**config.mk**
```make
export PLATFORM = sky130hd
export DESIGN_NAME = amw_write_ctrl
export DESIGN_NICKNAME = d
export VERILOG_FILES = /design/src/rtl/amw_pkg.sv /design/src/rtl/amw_cfg_latch.sv /design/src/rtl/amw_slot_tracker.sv /design/src/rtl/amw_cell_decoder.sv /design/src/rtl/amw_write_ctrl.sv
export SDC_FILE = /design/constraint.sdc
export NUM_CORES = 1
export LEC_CHECK = 0
export BUFFER_PORTS_ARGS = -buffer_cell sky130_fd_sc_hd__buf_2
export CAP_MARGIN = 10
export CORE_MARGIN = 10
export CORE_UTILIZATION = 45
export CTS_BUF_LIST = sky130_fd_sc_hd__clkbuf_4
export DETAILED_ROUTE_END_ITERATION = 12
export PLACE_DENSITY = 0.76
export SLEW_MARGIN = 10
export SYNTH_ARGS = -nofsm -noshare
export SYNTH_HDL_FRONTEND = slang
export SYNTH_HIERARCHICAL = 1
export SYNTH_SLANG_ARGS = --single-unit
```
**constraint.sdc**
```tcl
create_clock -name clk -period 20.8 [get_ports clk]
set_clock_uncertainty 0.1 [all_clocks]
set_input_delay 4.16 -clock clk [delete_from_list [all_inputs] [get_ports clk]]
set_output_delay 4.16 -clock clk [all_outputs]
set_load 0.02 [all_outputs]
```
**src/rtl/amw_pkg.sv**
```systemverilog
package amw_pkg;
  localparam int unsigned DEF_CELLS      = 256;
  localparam int unsigned DEF_SLOT_CELLS = 32;
  localparam int unsigned DEF_SLOTS      = 8;

  typedef enum logic {
    MODE_RING = 1'b0,
    MODE_SEG  = 1'b1
  } mode_e;
endpackage

```
**src/rtl/amw_cfg_latch.sv**
```systemverilog
module amw_cfg_latch
  import amw_pkg::*;
#(
  parameter int unsigned SLOTS = DEF_SLOTS
) (
  input  logic                       clk,
  input  logic                       rst_n,
  input  logic                       load_i,
  input  logic                       seg_i,
  input  logic [$clog2(SLOTS)-1:0]   slots_m1_i,
  output mode_e                      mode_o,
  output logic [$clog2(SLOTS):0]     cnt_o
);
  localparam int unsigned SLOT_W = $clog2(SLOTS);
  localparam int unsigned CNT_W  = SLOT_W + 1;

  always_ff @(posedge clk or negedge rst_n) begin
    if (!rst_n) begin
      mode_o <= MODE_RING;
      cnt_o  <= CNT_W'(1);
    end else if (load_i) begin
      mode_o <= seg_i ? MODE_SEG : MODE_RING;
      cnt_o  <= seg_i ? ({1'b0, slots_m1_i} + CNT_W'(1)) : CNT_W'(1);
    end
  end

  AST_CFG_HOLD: assert property (@(posedge clk) disable iff (!rst_n)
    !load_i |=> ($stable(mode_o) && $stable(cnt_o)));
endmodule

```
**src/rtl/amw_slot_tracker.sv**
```systemverilog
module amw_slot_tracker
  import amw_pkg::*;
#(
  parameter int unsigned SLOTS = DEF_SLOTS
) (
  input  logic                      clk,
  input  logic                      rst_n,
  input  logic                      frz_i,
  input  logic [$clog2(SLOTS)-1:0]  frz_idx_i,
  input  logic                      rel_i,
  input  logic [$clog2(SLOTS)-1:0]  rel_idx_i,
  output logic [SLOTS-1:0]          frozen_o,
  output logic [SLOTS-1:0]          frozen_nxt_o
);
  always_comb begin
    frozen_nxt_o = frozen_o;
    if (frz_i) frozen_nxt_o[frz_idx_i] = 1'b1;
    if (rel_i) frozen_nxt_o[rel_idx_i] = 1'b0;
  end

  always_ff @(posedge clk or negedge rst_n) begin
    if (!rst_n) frozen_o <= '0;
    else        frozen_o <= frozen_nxt_o;
  end

  AST_FREEZE_OPEN_SLOT: assert property (@(posedge clk) disable iff (!rst_n)
    frz_i |-> !frozen_o[frz_idx_i]);
  AST_RELEASE_CLEARS: assert property (@(posedge clk) disable iff (!rst_n)
    rel_i |=> !frozen_o[$past(rel_idx_i)]);
endmodule

```
**src/rtl/amw_cell_decoder.sv**
```systemverilog
module amw_cell_decoder
  import amw_pkg::*;
#(
  parameter int unsigned CELLS = DEF_CELLS
) (
  input  logic                      en_i,
  input  logic [$clog2(CELLS)-1:0]  idx_i,
  output logic [CELLS-1:0]          we_o
);
  localparam int unsigned PTR_W = $clog2(CELLS);

  for (genvar g = 0; g < CELLS; g++) begin : g_cell
    assign we_o[g] = en_i && (idx_i == PTR_W'(g));
  end
endmodule

```
**src/rtl/amw_write_ctrl.sv**
```systemverilog
module amw_write_ctrl
  import amw_pkg::*;
#(
  parameter int unsigned CELLS      = DEF_CELLS,
  parameter int unsigned SLOT_CELLS = DEF_SLOT_CELLS,
  parameter int unsigned SLOTS      = DEF_SLOTS
) (
  input  logic                      clk,
  input  logic                      rst_n,
  input  logic                      run_i,
  input  logic                      trig_i,
  input  logic                      cfg_seg_i,
  input  logic [$clog2(SLOTS)-1:0]  cfg_slots_i,
  input  logic                      done_i,
  input  logic [$clog2(SLOTS)-1:0]  done_slot_i,
  output logic [CELLS-1:0]          cell_we_o,
  output logic [SLOTS-1:0]          frozen_o,
  output logic                      conv_req_o,
  output logic [$clog2(SLOTS)-1:0]  conv_slot_o,
  output logic [$clog2(CELLS)-1:0]  trig_cell_o,
  output logic                      overflow_o
);
  localparam int unsigned PTR_W  = $clog2(CELLS);
  localparam int unsigned SLOT_W = $clog2(SLOTS);
  localparam int unsigned CNT_W  = SLOT_W + 1;

  // cell number for a slot and an offset inside it
  function automatic logic [PTR_W-1:0] cell_index(input logic [SLOT_W-1:0] slot,
                                                  input logic [PTR_W-1:0]  off,
                                                  input logic              seg);
    if (seg) return PTR_W'(PTR_W'(slot) * PTR_W'(SLOT_CELLS)) + off;
    return off;
  endfunction

  // first slot not busy, walking upward circularly from 'from' (exclusive)
  function automatic logic [SLOT_W:0] pick_free(input logic [SLOTS-1:0]  busy,
                                                input logic [SLOT_W-1:0] from,
                                                input logic [CNT_W-1:0]  cnt);
    logic [SLOT_W-1:0] cand;
    logic [SLOT_W-1:0] sel;
    logic              hit;
    cand = from;
    sel  = '0;
    hit  = 1'b0;
    for (int k = 0; k < SLOTS; k++) begin
      if (({1'b0, cand} + CNT_W'(1)) >= cnt) cand = '0;
      else                                   cand = cand + SLOT_W'(1);
      if (!hit && !busy[cand]) begin
        hit = 1'b1;
        sel = cand;
      end
    end
    return {hit, sel};
  endfunction

  // configuration
  mode_e             mode_q;
  logic [CNT_W-1:0]  cnt_q;

  amw_cfg_latch #(.SLOTS(SLOTS)) u_cfg (
    .clk        (clk),
    .rst_n      (rst_n),
    .load_i     (!run_i),
    .seg_i      (cfg_seg_i),
    .slots_m1_i (cfg_slots_i),
    .mode_o     (mode_q),
    .cnt_o      (cnt_q)
  );

  // sequencing state
  logic              wait_q;   // no slot open for writing
  logic              fresh_q;  // waiting since idle: search starts from slot 0
  logic              ovf_q;
  logic [SLOT_W-1:0] act_q;
  logic [PTR_W-1:0]  off_q;
  logic              conv_q;
  logic [SLOT_W-1:0] cslot_q;
  logic [PTR_W-1:0]  tcell_q;

  // named internal events
  logic              seg_mode;
  logic [PTR_W-1:0]  last_off;
  logic              writing;
  logic              trig_hit;
  logic [PTR_W-1:0]  cur_cell;
  logic [SLOT_W-1:0] search_from;
  logic [SLOT_W:0]   pick;
  logic              pick_ok;
  logic [SLOT_W-1:0] pick_slot;
  logic [SLOTS-1:0]  frozen_nxt;

  assign seg_mode    = (mode_q == MODE_SEG);
  assign last_off    = seg_mode ? PTR_W'(SLOT_CELLS - 1) : PTR_W'(CELLS - 1);
  assign writing     = run_i && !wait_q;
  assign trig_hit    = writing && trig_i;
  assign cur_cell    = cell_index(act_q, off_q, seg_mode);
  assign search_from = (wait_q && fresh_q) ? SLOT_W'(cnt_q - CNT_W'(1)) : act_q;
  assign pick        = pick_free(frozen_nxt, search_from, cnt_q);
  assign pick_ok     = pick[SLOT_W];
  assign pick_slot   = pick[SLOT_W-1:0];

  amw_slot_tracker #(.SLOTS(SLOTS)) u_slots (
    .clk          (clk),
    .rst_n        (rst_n),
    .frz_i        (trig_hit),
    .frz_idx_i    (act_q),
    .rel_i        (done_i),
    .rel_idx_i    (done_slot_i),
    .frozen_o     (frozen_o),
    .frozen_nxt_o (frozen_nxt)
  );

  amw_cell_decoder #(.CELLS(CELLS)) u_dec (
    .en_i  (writing),
    .idx_i (cur_cell),
    .we_o  (cell_we_o)
  );

  always_ff @(posedge clk or negedge rst_n) begin
    if (!rst_n) begin
      wait_q  <= 1'b1;
      fresh_q <= 1'b1;
      ovf_q   <= 1'b0;
      act_q   <= '0;
      off_q   <= '0;
      conv_q  <= 1'b0;
      cslot_q <= '0;
      tcell_q <= '0;
    end else begin
      conv_q <= trig_hit;
      if (trig_hit) begin
        cslot_q <= act_q;
        tcell_q <= cur_cell;
      end
      if (!run_i) begin
        wait_q  <= 1'b1;
        fresh_q <= 1'b1;
        ovf_q   <= 1'b0;
        off_q   <= '0;
      end else if (wait_q) begin
        if (pick_ok) begin
          act_q   <= pick_slot;
          off_q   <= '0;
          wait_q  <= 1'b0;
          fresh_q <= 1'b0;
          ovf_q   <= 1'b0;
        end else begin
          ovf_q   <= 1'b1;
        end
      end else if (trig_i) begin
        if (pick_ok) begin
          act_q <= pick_slot;
          off_q <= '0;
        end else begin
          wait_q <= 1'b1;
          ovf_q  <= 1'b1;
        end
      end else begin
        off_q <= (off_q == last_off) ? '0 : off_q + PTR_W'(1);
      end
    end
  end

  assign conv_req_o  = conv_q;
  assign conv_slot_o = cslot_q;
  assign trig_cell_o = tcell_q;
  assign overflow_o  = ovf_q;

  AST_SINGLE_WRITE: assert property (@(posedge clk) disable iff (!rst_n)
    $onehot0(cell_we_o));
  AST_WRITE_WHEN_OPEN: assert property (@(posedge clk) disable iff (!rst_n)
    writing |-> ($countones(cell_we_o) == 1));
  AST_OFFSET_IN_SLOT: assert property (@(posedge clk) disable iff (!rst_n)
    off_q <= last_off);
  AST_CONV_SLOT_FROZEN: assert property (@(posedge clk) disable iff (!rst_n)
    conv_req_o |-> frozen_o[conv_slot_o]);
  AST_WRITE_UNFROZEN: assert property (@(posedge clk) disable iff (!rst_n)
    writing |-> !frozen_o[act_q]);
  AST_HALT_SILENT: assert property (@(posedge clk) disable iff (!rst_n)
    overflow_o |-> (cell_we_o == '0));
  AST_RING_SLOT_ZERO: assert property (@(posedge clk) disable iff (!rst_n)
    (conv_req_o && !seg_mode) |-> (conv_slot_o == '0));
endmodule

```
==> summary.json, run 1 <==
{
  "maxCapViolations": 0,
  "period_needed_ns": 19.03,
  "synth_top_cells_by_area": "sky130_fd_sc_hd__nor3_1 (18%), sky130_fd_sc_hd__dfrtp_1 (14%), sky130_fd_sc_hd__ha_1 (8.3%), sky130_fd_sc_hd__nand2_1 (5.2%), sky130_fd_sc_hd__nor4_2 (4.9%)",
  "avgRoutedWirePerCell_um": 20.4,
  "detailroute.via_count": 8199,
  "cp-end-kind": "flip-flop",
  "number_of_synthesized_flops_with_an_enable_pin": 0,
  "fp.coreArea_mm2": 0.0145,
  "synth_top_area_share_pct": 18.3,
  "die_width_um": 141,
  "yosys.cell_count.top_type": "sky130_fd_sc_hd__nor3_1",
  "synthesis.area_mm2": 0.00661,
  "drc_errors": 0,
  "async_reset_ff_share_pct": 100,
  "synth_cells": 932,
  "max_slew.worst_pin.slew_ns": 0.956,
  "grt_usage_pct": 24.2,
  "post-route-period-util_pct": 91.5,
  "r2r-end": "off_q[4]",
  "timing.setup.tns_ns": 0,
  "synth_top_cells_by_count": "sky130_fd_sc_hd__nor3_1 (241), sky130_fd_sc_hd__nand2_1 (91), sky130_fd_sc_hd__clkbuf_1 (58)",
  "cp_common_cell": "sky130_fd_sc_hd__ha_1",
  "vias_in_the_first_global_route": 7094,
  "setup-violations-final": 0,
  "initial_antenna_violation_count": 0,
  "finalWorstSetupSlack_ns": 1.77,
  "crit_arrival_ns": 19.20,
  "cp_slowest_stage_delay_ns": 0.65,
  "grt-busiest-layer": "met2",
  "initial_core_utilization_pct": 45.6,
  "tritoncts_clock_tree": "done",
  "crit_path_top_delay_cell": "sky130_fd_sc_hd__dfstp_2",
  "fillers": 1404,
  "ff2ff_path_depth": 77,
  "worst_setup_hold_path_clk_slew_ns": 0.13,
  "synth_largest_area_cell": "sky130_fd_sc_hd__nor3_1",
  "worst_r2r_startpoint": "wait_q",
  "rows": 44,
  "use_met1_pct": 31.2,
  "dieArea_mm2": 0.0199,
  "sequential_cell_area_fraction_in_the_yosys_report_pct": 14.8,
  "ant_nets": 0,
  "cts.sinks": 39,
  "root_buffer": "sky130_fd_sc_hd__clkbuf_4",
  "final_replace_weighted_congestion": 0.938,
  "path_max_fanout": 16,
  "clk-insertion-delay-late_ns": 0.36,
  "ys_seq_elements": 39,
  "setup_repair_after_global_routing_missed_its_margin": "false",
  "number_of_cells_on_the_worst_hold_path": 2,
  "hold_violation_total_from_the_final_report": 0,
  "place.port_buffers": 288,
  "grt_pass1_wl_um": 41100,
  "whs_endpoint": "trig_cell_o[0]",
  "initialDrtViolationCount": 878,
  "minimum_setup_slack_after_placement_ns": 0.926,
  "met2_usage_pct": 40.3,
  "warnings_from_yosys": 6,
  "drive_gt1_share_pct": 34.2,
  "worstSetupStartpointType": "flip-flop",
  "syn-num-nets": 989,
  "status": "completed",
  "dpl_wire_length_um": 20400,
  "fin_nets": 1192,
  "drt_pre_antenna_iters": 6,
  "synth.distinct_cells": 95,
  "synthFlopType": "sky130_fd_sc_hd__dfrtp_1",
  "hold_class": "reg -> reg",
  "final-max-slew-violation-count": 0,
  "drt_wl_total_um": 26900,
  "grt_max_degree": 65,
  "cts.path.max_buffers": 2,
  "post_drt_via_cell_ratio": 6.21,
  "cts.htree.levels": 2,
  "cts_bufs_inserted": 5,
  "avgSynthCellArea_um2": 7.09,
  "global_route.usage.met3_pct": 5.01,
  "worst-endpoint-required_ns": 20.97,
  "worst_hold_startpoint": "trig_cell_o[0]",
  "cts-hold-fix-buffers": 0,
  "timing.fmax_ghz": 0.0525,
  "insertedDiodeCount": 0,
  "maxSlewHeadroom_pct": 36.2,
  "setup.worst_path.class": "reg -> reg",
  "synthToLayoutAreaGrowth_pct": 21.1,
  "ios": 289,
  "grt_remaining_overflow": 0,
  "dieHeight_um": 141,
  "r2r_slack_ns": 1.77
}
worst max-delay path, delay by kind of cell, from the launching register on:
kind	cells	cell delay [ns]
xor+xnor	1	0.25
compound gates	25	6.49
buf+inv	10	1.71
fa+ha+maj	16	4.66
simple gates	25	5.05
flops	1	0.65
worst max path at each step:
stage	cells past startpoint	slack (ns)	endpoint	start
finish	77	1.77	off_q[4]	wait_q
global route	77	0.02	off_q[4]	wait_q
CTS	77	0.83	off_q[4]	wait_q
detailed placement	76	0.93	off_q[7]	u_cfg/cnt_o[0]
global placement	76	1.72	off_q[4]	u_cfg/cnt_o[0]
floorplan	80	4.29	act_q[2]	wait_q
registers in the layout, summed over array words and instances, names as in the netlist:
register / flops
off_q: 8
trig_cell_o: 8
u_slots/frozen_o: 8
u_cfg/cnt_o: 4
act_q: 3
conv_slot_o: 3
conv_req_o: 1
fresh_q: 1
overflow_o: 1
u_cfg/mode_o: 1
wait_q: 1
placed cells by master, fill, tap and decap left out, types with 7 or more instances in the layout:
cell type / synthesis / final
sky130_fd_sc_hd__or2_2: 7 / 7
sky130_fd_sc_hd__a21o_1: 18 / 18
sky130_fd_sc_hd__nor3_1: 241 / 241
sky130_fd_sc_hd__o22ai_1: 7 / 7
sky130_fd_sc_hd__o21ai_0: 25 / 25
sky130_fd_sc_hd__a31oi_1: 9 / 9
sky130_fd_sc_hd__buf_4: 1 / 11
sky130_fd_sc_hd__buf_2: 20 / 288
sky130_fd_sc_hd__a21oi_1: 27 / 23
sky130_fd_sc_hd__nor4_2: 26 / 26
sky130_fd_sc_hd__dfrtp_1: 36 / 36
sky130_fd_sc_hd__nand2b_1: 20 / 18
sky130_fd_sc_hd__nor2_1: 35 / 35
sky130_fd_sc_hd__and3_1: 8 / 8
sky130_fd_sc_hd__nand2_1: 91 / 90
sky130_fd_sc_hd__ha_1: 44 / 43
sky130_fd_sc_hd__nand3_1: 15 / 14
sky130_fd_sc_hd__mux2i_1: 14 / 14
sky130_fd_sc_hd__o211ai_1: 10 / 10
sky130_fd_sc_hd__inv_1: 34 / 34
stage by stage:
stage / cells / hold WS [ns] / instance area [um^2] / utilization (%)
after floorplan: 932 / 0.379 / 6610 / -
after global placement: 1312 / 0.353 / 7920 / 54.7
after detailed placement: 1312 / 0.359 / 7920 / 54.7
after CTS: 1320 / 0.390 / 7970 / 55.1
after global routing: 1320 / 0.409 / 8000 / 55.3
final: 1320 / 0.384 / 8000 / 55.3
routing by layer:
layer / part of all wire (%) / routed length [um]
met5: 0 / 0
met4: 2.4 / 642
met3: 10 / 2780
met2: 48 / 13000
met1: 39 / 10500
final cells by class:
type | instances | area, um^2 | share of cell area [%]
inverters | 40 | 150 | 1.88
multi-input cells | 750 | 5060 | 63.2
clock buffers | 6 | 45.0 | 0.563
flip-flops and latches | 39 | 980 | 12.2
repair buffers | 299 | 1520 | 19.0
well taps | 184 | 230 | 2.88
clock inverters | 2 | 12.5 | 0.156
cell families (layout without fill, tap and decap cells):
logic type | count (synthesis) | in the layout | synth area share, %
flip-flops | 39 | 39 | 14.8
XOR/XNOR | 7 | 7 | 1.25
buffers and inverters | 143 | 347 | 9.24
adder cells (fa/ha/maj) | 45 | 45 | 8.63
AO/OA/AOI/OAI | 176 | 176 | 20.5
multiplexers | 19 | 19 | 3.03
AND/OR/NAND/NOR | 503 | 503 | 42.5
timing repair:
action / in CTS / in global routing
buffers inserted: 0 / 0
setup endpoints to repair: 0 / 14
gates resized for setup: 0 / 10
Power of run 1 is not shown: default switching activity piles up to over one toggle a cycle in this logic, so the estimate is an artifact.
==> run 2: changes to the inputs <==
--- a/config.mk
+++ b/config.mk
@@ -12,6 +12,7 @@
 export CTS_BUF_LIST = sky130_fd_sc_hd__clkbuf_4
 export DETAILED_ROUTE_END_ITERATION = 12
 export PLACE_DENSITY = 0.76
+export REMOVE_ABC_BUFFERS = 1
 export SLEW_MARGIN = 10
 export SYNTH_ARGS = -nofsm -noshare
 export SYNTH_HDL_FRONTEND = slang
==> run 2 against run 1 <==
Against the previous run:
- die area unchanged
- first-iteration DRC count down 9.2%
- clock-buffer cell count unchanged
- critical path depth unchanged
- final cell count about the same
- critical endpoint unchanged
- utilization up 0.29 points
- fmax down 0.55%
- non-clock buffer count down 1
==> summary.json, run 2 (synthesis gave the netlist of run 1 again) <==
{
  "status": "completed",
  "layout.cells.most_common_list": "sky130_fd_sc_hd__buf_2 (288), sky130_fd_sc_hd__nor3_1 (241), sky130_fd_sc_hd__nand2_1 (90), sky130_fd_sc_hd__ha_1 (43), sky130_fd_sc_hd__dfrtp_1 (36)",
  "grt_max_degree": {"value": 65, "change": "unchanged"},
  "cts-hold-fix-buffers": {"value": 0, "change": "unchanged"},
  "cp_common_cell": "sky130_fd_sc_hd__ha_1",
  "max_slew.worst_pin.slew": {"value": 1.19, "unit": "ns", "change": "+0.238 ns"},
  "path_max_fanout": {"value": 16, "change": "unchanged"},
  "post_drt_via_cell_ratio": {"value": 6.16, "change": "-0.75%"},
  "layout.cells.most_common": "sky130_fd_sc_hd__buf_2",
  "worst-endpoint-required": {"value": 20.96, "unit": "ns", "change": "about the same"},
  "hold_violation_total_from_the_final_report": {"value": 0, "change": "unchanged"},
  "dieArea": {"value": 0.0199, "unit": "mm^2", "change": "unchanged"},
  "maxCapViolations": {"value": 0, "change": "unchanged"},
  "maxSlewHeadroom": {"value": 20.4, "unit": "%", "change": "-16 points"},
  "highest_metal_layer_used_by_the_detailed_router": "met4",
  "fin_nets": {"value": 1191, "change": "-0.084%"},
  "hold_class": "reg -> reg",
  "finalWorstSetupSlack": {"value": 1.66, "unit": "ns", "change": "-0.106 ns"},
  "worst_hold_startpoint": "trig_cell_o[7]",
  "setup-violations-final": {"value": 0, "change": "unchanged"},
  "drt_pre_antenna_iters": {"value": 5, "change": "-1"},
  "drt_wl_total": {"value": 26600, "unit": "um", "change": "-1.1%"},
  "cts.path.max_buffers": {"value": 2, "change": "unchanged"},
  "crit_arrival": {"value": 19.30, "unit": "ns", "change": "+0.10 ns"},
  "dieHeight": {"value": 141, "unit": "um", "change": "unchanged"},
  "cts_bufs_inserted": {"value": 5, "change": "unchanged"},
  "dpl_wire_length": {"value": 19900, "unit": "um", "change": "-2.2%"},
  "final-max-slew-violation-count": {"value": 0, "change": "unchanged"},
  "wire_length_on_met1": {"value": 10100, "unit": "um", "change": "-4.4%"},
  "setup.worst_path.class": "reg -> reg",
  "timing.fmax": {"value": 0.0523, "unit": "GHz", "change": "-0.55%"},
  "place.port_buffers": {"value": 288, "change": "unchanged"},
  "tritoncts_clock_tree": "done",
  "routed-wl-met3": {"value": 2470, "unit": "um", "change": "-11%"},
  "timing.setup.tns": {"value": 0, "unit": "ns", "change": "unchanged"},
  "cts.htree.levels": {"value": 2, "change": "unchanged"},
  "vias_in_the_first_global_route": {"value": 7372, "change": "+3.9%"},
  "crit_path_top_delay_cell": "sky130_fd_sc_hd__dfstp_2",
  "grt_pass1_wl": {"value": 41000, "unit": "um", "change": "-0.22%"},
  "post-route-period-util": {"value": 92.0, "unit": "%", "change": "+0.51 points"},
  "drive_gt1_share": {"value": 33.9, "unit": "%", "change": "-0.23 points"},
  "die_width": {"value": 141, "unit": "um", "change": "unchanged"},
  "worst_setup_hold_path_clk_slew": {"value": 0.12, "unit": "ns", "change": "about the same"},
  "ant_nets": {"value": 0, "change": "unchanged"},
  "insertedDiodeCount": {"value": 0, "change": "unchanged"},
  "clk-insertion-delay-late": {"value": 0.35, "unit": "ns", "change": "about the same"},
  "minimum_setup_slack_after_placement": {"value": 1.01, "unit": "ns", "change": "+0.0848 ns"},
  "grt_remaining_overflow": {"value": 0, "change": "unchanged"},
  "worstSetupStartpointType": "flip-flop",
  "startpoint": "wait_q",
  "initialDrtViolationCount": {"value": 797, "change": "-9.2%"},
  "period_needed": {"value": 19.14, "unit": "ns", "change": "+0.106 ns"},
  "synthToLayoutAreaGrowth_pct": 21.7,
  "initial_antenna_violation_count": {"value": 0, "change": "unchanged"},
  "cp-end-kind": "flip-flop",
  "final_replace_weighted_congestion": {"value": 0.965, "change": "+2.8%"},
  "ios": {"value": 289, "change": "unchanged"},
  "met2_wirelength": {"value": 13300, "unit": "um", "change": "+2.4%"},
  "worst_r2r_startpoint": "wait_q",
  "fp.coreArea": {"value": 0.0145, "unit": "mm^2", "change": "unchanged"},
  "avgRoutedWirePerCell": {"value": 20.2, "unit": "um", "change": "-1.0%"},
  "post-route-util": {"value": 55.6, "unit": "%", "change": "+0.29 points"},
  "cts.sinks": {"value": 39, "change": "unchanged"},
  "rows": {"value": 44, "change": "unchanged"},
  "dpl_cell_area": {"value": 0.00790, "unit": "mm^2", "change": "-0.19%"},
  "cp_slowest_stage_delay": {"value": 0.67, "unit": "ns", "change": "+0.02 ns"},
  "detailroute.via_count": {"value": 8131, "change": "-0.83%"},
  "root_buffer": "sky130_fd_sc_hd__clkbuf_4",
  "grt_usage": {"value": 24.0, "unit": "%", "change": "-0.19 points"},
  "drc_errors": {"value": 0, "change": "unchanged"},
  "design_area": {"value": 0.00805, "unit": "mm^2", "change": "+0.53%"},
  "setup_repair_after_global_routing_missed_its_margin": "false",
  "initial_core_utilization": {"value": 45.6, "unit": "%", "change": "unchanged"},
  "fillers": {"value": 1355, "change": "-3.5%"}
}
-- run 2: changes by cell type in the layout (fill, tap and decap cells not counted) --
cell / change
sky130_fd_sc_hd__a21oi_1: +1
sky130_fd_sc_hd__a21oi_2: -1
sky130_fd_sc_hd__a311oi_1: +1
sky130_fd_sc_hd__a311oi_2: -1
sky130_fd_sc_hd__buf_12: +1
sky130_fd_sc_hd__buf_4: -2
sky130_fd_sc_hd__bufinv_16: +2
sky130_fd_sc_hd__clkinv_2: -1
sky130_fd_sc_hd__clkinvlp_4: -1
-- run 2: path summary, 6_finish.rpt --
path | endpoint | slack, ns | cells after the start
min reg2reg | trig_cell_o[7] | 0.39 | 2
min | trig_cell_o[7] | 0.39 | 2
max reg2reg | off_q[4] | 1.66 | 77
max in group asynchronous | u_slots/frozen_o[7] | 16.24 | 1
min in group asynchronous | u_cfg/cnt_o[2] | 3.82 | 1
max | off_q[4] | 1.66 | 77
-- run 2: area by class of cell --
type                       count  area [um^2]  area share [%]
clock buffer                   6         45.0           0.560
clock inverter                 2         60.1           0.747
inverter                      40          150            1.87
multi-input combinational    750         5050            62.8
sequential                    39          980            12.2
tap                          184          230            2.86
timing repair buffer         298         1530            19.0
-- run 2: through the flow --
stage               std cells  hold WS [ns]
floorplan                 829         0.379
global placement         1310         0.354
detailed placement       1310         0.362
CTS                      1318         0.392
global route             1319         0.418
finish                   1319         0.388
-- run 2: what timing repair did --
action,4_1_cts,5_1_grt
endpoints found under the setup margin,0,14
resized for setup,0,8
buffers inserted,0,0
-- run 2: worst max-delay path: cells and delay by family, from the launching register on --
family / cells / cell delay, ns
and+or+nand+nor: 24 / 4.71
adders and majority gates: 16 / 4.63
buffers and inverters: 10 / 1.67
DFF: 1 / 0.67
xor gates and xnor gates: 1 / 0.24
AOI/OAI and AO/OA: 26 / 6.98
-- run 2: layer usage --
layer	track usage (%)	vias up
li1	-	3875
met1	28.8	3776
met2	41.8	419
met3	4.64	61
met4	7.99	0
met5	0	-
Power of run 2 is left out for the same reason.
==> run 3: changes to the inputs <==
--- a/config.mk
+++ b/config.mk
@@ -11,7 +11,7 @@
 export CORE_UTILIZATION = 45
 export CTS_BUF_LIST = sky130_fd_sc_hd__clkbuf_4
 export DETAILED_ROUTE_END_ITERATION = 12
-export PLACE_DENSITY = 0.76
+export PLACE_DENSITY = 0.8
 export REMOVE_ABC_BUFFERS = 1
 export SLEW_MARGIN = 10
 export SYNTH_ARGS = -nofsm -noshare
==> constraint.sdc (replaced) <==
create_clock -name clk -period 17.2 [get_ports clk]
set_clock_uncertainty 0.1 [all_clocks]
set_input_delay 3.44 -clock clk [delete_from_list [all_inputs] [get_ports clk]]
set_output_delay 3.44 -clock clk [all_outputs]
set_load 0.02 [all_outputs]
==> run 3 against run 2 <==
Against the previous run:
- critical path depth fell by 4
- worst hold slack gained 0.0037 ns
- setup slack lost 0.65 ns
- final cell count grew 3.7%
- clock-buffer cell count is 1 lower
- routed wire length grew 3.2%
- largest cell class unchanged
- global-route usage up 0.62 points
==> summary.json, run 3 (synthesis gave the netlist of run 1 again) <==
{
  "status": "completed",
  "period_needed": {"value": 16.18, "unit": "ns", "change": "-2.95 ns"},
  "maxSlewHeadroom": {"value": 23.2, "unit": "%", "change": "+2.8 points"},
  "cts_bufs_inserted": {"value": 5, "change": "unchanged"},
  "r2r-end": "act_q[2]",
  "cts-hold-fix-buffers": {"value": 0, "change": "unchanged"},
  "synthToLayoutAreaGrowth_pct": 26.8,
  "drt_pre_antenna_iters": {"value": 5, "change": "unchanged"},
  "fp.coreArea": {"value": 0.0145, "unit": "mm^2", "change": "unchanged"},
  "cts.htree.levels": {"value": 2, "change": "unchanged"},
  "number_of_cells_on_the_worst_hold_path": {"value": 2, "change": "unchanged"},
  "initial_core_utilization": {"value": 45.6, "unit": "%", "change": "unchanged"},
  "drt_wl_total": {"value": 27500, "unit": "um", "change": "+3.2%"},
  "ant_nets": {"value": 0, "change": "unchanged"},
  "post-route-period-util": {"value": 94.1, "unit": "%", "change": "+2.1 points"},
  "max_slew.worst_pin.slew": {"value": 1.15, "unit": "ns", "change": "-0.0415 ns"},
  "hold_ws": {"value": 0.391, "unit": "ns", "change": "+0.00366 ns"},
  "cp-end-kind": "flip-flop",
  "timing.setup.tns": {"value": 0, "unit": "ns", "change": "unchanged"},
  "rows": {"value": 44, "change": "unchanged"},
  "place.port_buffers": {"value": 288, "change": "unchanged"},
  "detailroute.via_count": {"value": 8482, "change": "+4.3%"},
  "ff2ff_path_depth": {"value": 73, "change": "-5.2%"},
  "dpl_wire_length": {"value": 20800, "unit": "um", "change": "+4.4%"},
  "timing.fmax": {"value": 0.0618, "unit": "GHz", "change": "+18%"},
  "drive_gt1_share": {"value": 37.2, "unit": "%", "change": "+3.2 points"},
  "post_drt_via_cell_ratio": {"value": 6.20, "change": "+0.58%"},
  "grt_usage": {"value": 24.7, "unit": "%", "change": "+0.62 points"},
  "r2r_slack": {"value": 1.02, "unit": "ns", "change": "-0.65 ns"},
  "hold_class": "reg -> reg",
  "ios": {"value": 289, "change": "unchanged"},
  "setup-violations-final": {"value": 0, "change": "unchanged"},
  "grt_remaining_overflow": {"value": 0, "change": "unchanged"},
  "cts.path.max_buffers": {"value": 2, "change": "unchanged"},
  "worst_r2r_startpoint": "u_cfg/cnt_o[0]",
  "layout.cells.most_common_list": "sky130_fd_sc_hd__buf_2 (288), sky130_fd_sc_hd__nor3_1 (240), sky130_fd_sc_hd__nand2_1 (89), sky130_fd_sc_hd__buf_4 (60), sky130_fd_sc_hd__ha_1 (40)",
  "fin_nets": {"value": 1241, "change": "+4.2%"},
  "avgRoutedWirePerCell": {"value": 20.1, "unit": "um", "change": "-0.51%"},
  "drc_errors": {"value": 0, "change": "unchanged"},
  "cp_common_cell": "sky130_fd_sc_hd__ha_1",
  "dieArea": {"value": 0.0199, "unit": "mm^2", "change": "unchanged"},
  "layout.cells.most_common": "sky130_fd_sc_hd__buf_2",
  "whs_endpoint": "trig_cell_o[2]",
  "vias_in_the_first_global_route": {"value": 7439, "change": "+0.91%"},
  "root_buffer": "sky130_fd_sc_hd__clkbuf_4",
  "tritoncts_clock_tree": "done",
  "worst-endpoint-required": {"value": 17.32, "unit": "ns", "change": "-3.64 ns"},
  "worst_setup_hold_path_clk_slew": {"value": 0.11, "unit": "ns", "change": "about the same"},
  "maxCapViolations": {"value": 0, "change": "unchanged"},
  "worst_hold_startpoint": "trig_cell_o[2]",
  "final-max-slew-violation-count": {"value": 0, "change": "unchanged"},
  "initial_antenna_violation_count": {"value": 0, "change": "unchanged"},
  "path_max_fanout": {"value": 12, "change": "-4"},
  "grt_max_degree": {"value": 65, "change": "unchanged"},
  "dieHeight": {"value": 141, "unit": "um", "change": "unchanged"},
  "insertedDiodeCount": {"value": 0, "change": "unchanged"},
  "crit_arrival": {"value": 16.30, "unit": "ns", "change": "-3.00 ns"},
  "cts.sinks": {"value": 39, "change": "unchanged"},
  "setup.worst_path.class": "reg -> reg",
  "hold_violation_total_from_the_final_report": {"value": 0, "change": "unchanged"},
  "clk-insertion-delay-late": {"value": 0.34, "unit": "ns", "change": "about the same"},
  "setup_repair_after_global_routing_missed_its_margin": "false",
  "grt_pass1_wl": {"value": 42000, "unit": "um", "change": "+2.5%"},
  "final_replace_weighted_congestion": {"value": 0.991, "change": "+2.7%"},
  "initialDrtViolationCount": {"value": 838, "change": "+5.1%"},
  "worstSetupStartpointType": "flip-flop",
  "cp_slowest_stage_delay": {"value": 0.70, "unit": "ns", "change": "+0.03 ns"},
  "die_width": {"value": 141, "unit": "um", "change": "unchanged"},
  "crit_path_top_delay_cell": "sky130_fd_sc_hd__dfstp_2"
}
[run 3: worst max path at each step]
stage	start	to	slack (ns)	cells after the start
after global routing	wait_q	act_q[2]	0.0009	77
after floorplan	u_cfg/cnt_o[0]	act_q[2]	0.39	76
after CTS	wait_q	act_q[2]	0.12	76
after detailed placement	wait_q	act_q[2]	0.20	76
final	u_cfg/cnt_o[0]	act_q[2]	1.02	73
after global placement	wait_q	act_q[2]	0.89	74
[run 3: critical path, delay by kind of cell (launching register included)]
family                     cells  cell delay [ns]
DFF                            1             0.70
buffers and inverters          7             0.83
and+or+nand+nor               24             4.86
adders and majority gates     15             3.99
AOI/OAI and AO/OA             25             5.05
muxes                          1             0.32
xor gates and xnor gates       1             0.20
[run 3: routing by layer]
layer / track usage, % / wire length, um / vias up
met5: 0 / 0 / -
met4: 8.70 / 826 / 0
met3: 4.06 / 2620 / 74
met2: 42.0 / 13500 / 437
met1: 30.6 / 10500 / 3989
li1: - / - / 3982
[run 3: through the flow]
step / std cells / worst slack (ns) / utilization (%) / instance area (um^2)
after global routing: 1368 / 0.000915 / 57.9 / 8380
after global placement: 1357 / 0.895 / 57.0 / 8250
after detailed placement: 1357 / 0.200 / 57.0 / 8250
after floorplan: 829 / 0.391 / - / 6150
after CTS: 1364 / 0.121 / 57.3 / 8300
final: 1368 / 1.02 / 57.9 / 8380
[run 3: timing repair]
item                       4_1_cts  5_1_grt
hold endpoints to repair         0        0
gates resized for setup          0       15
setup endpoints to repair        0       14
setup buffers                    0        4
[run 3: layout make-up]
class | count | area, um^2
Clock buffer | 5 | 37.5
Clock inverter | 2 | 8.76
Fill cell | 1354 | 6100
Inverter | 40 | 150
Multi-Input combinational cell | 750 | 5080
Sequential cell | 39 | 980
Tap cell | 184 | 230
Timing Repair Buffer | 348 | 1890
Power of run 3 is left out for the same reason.
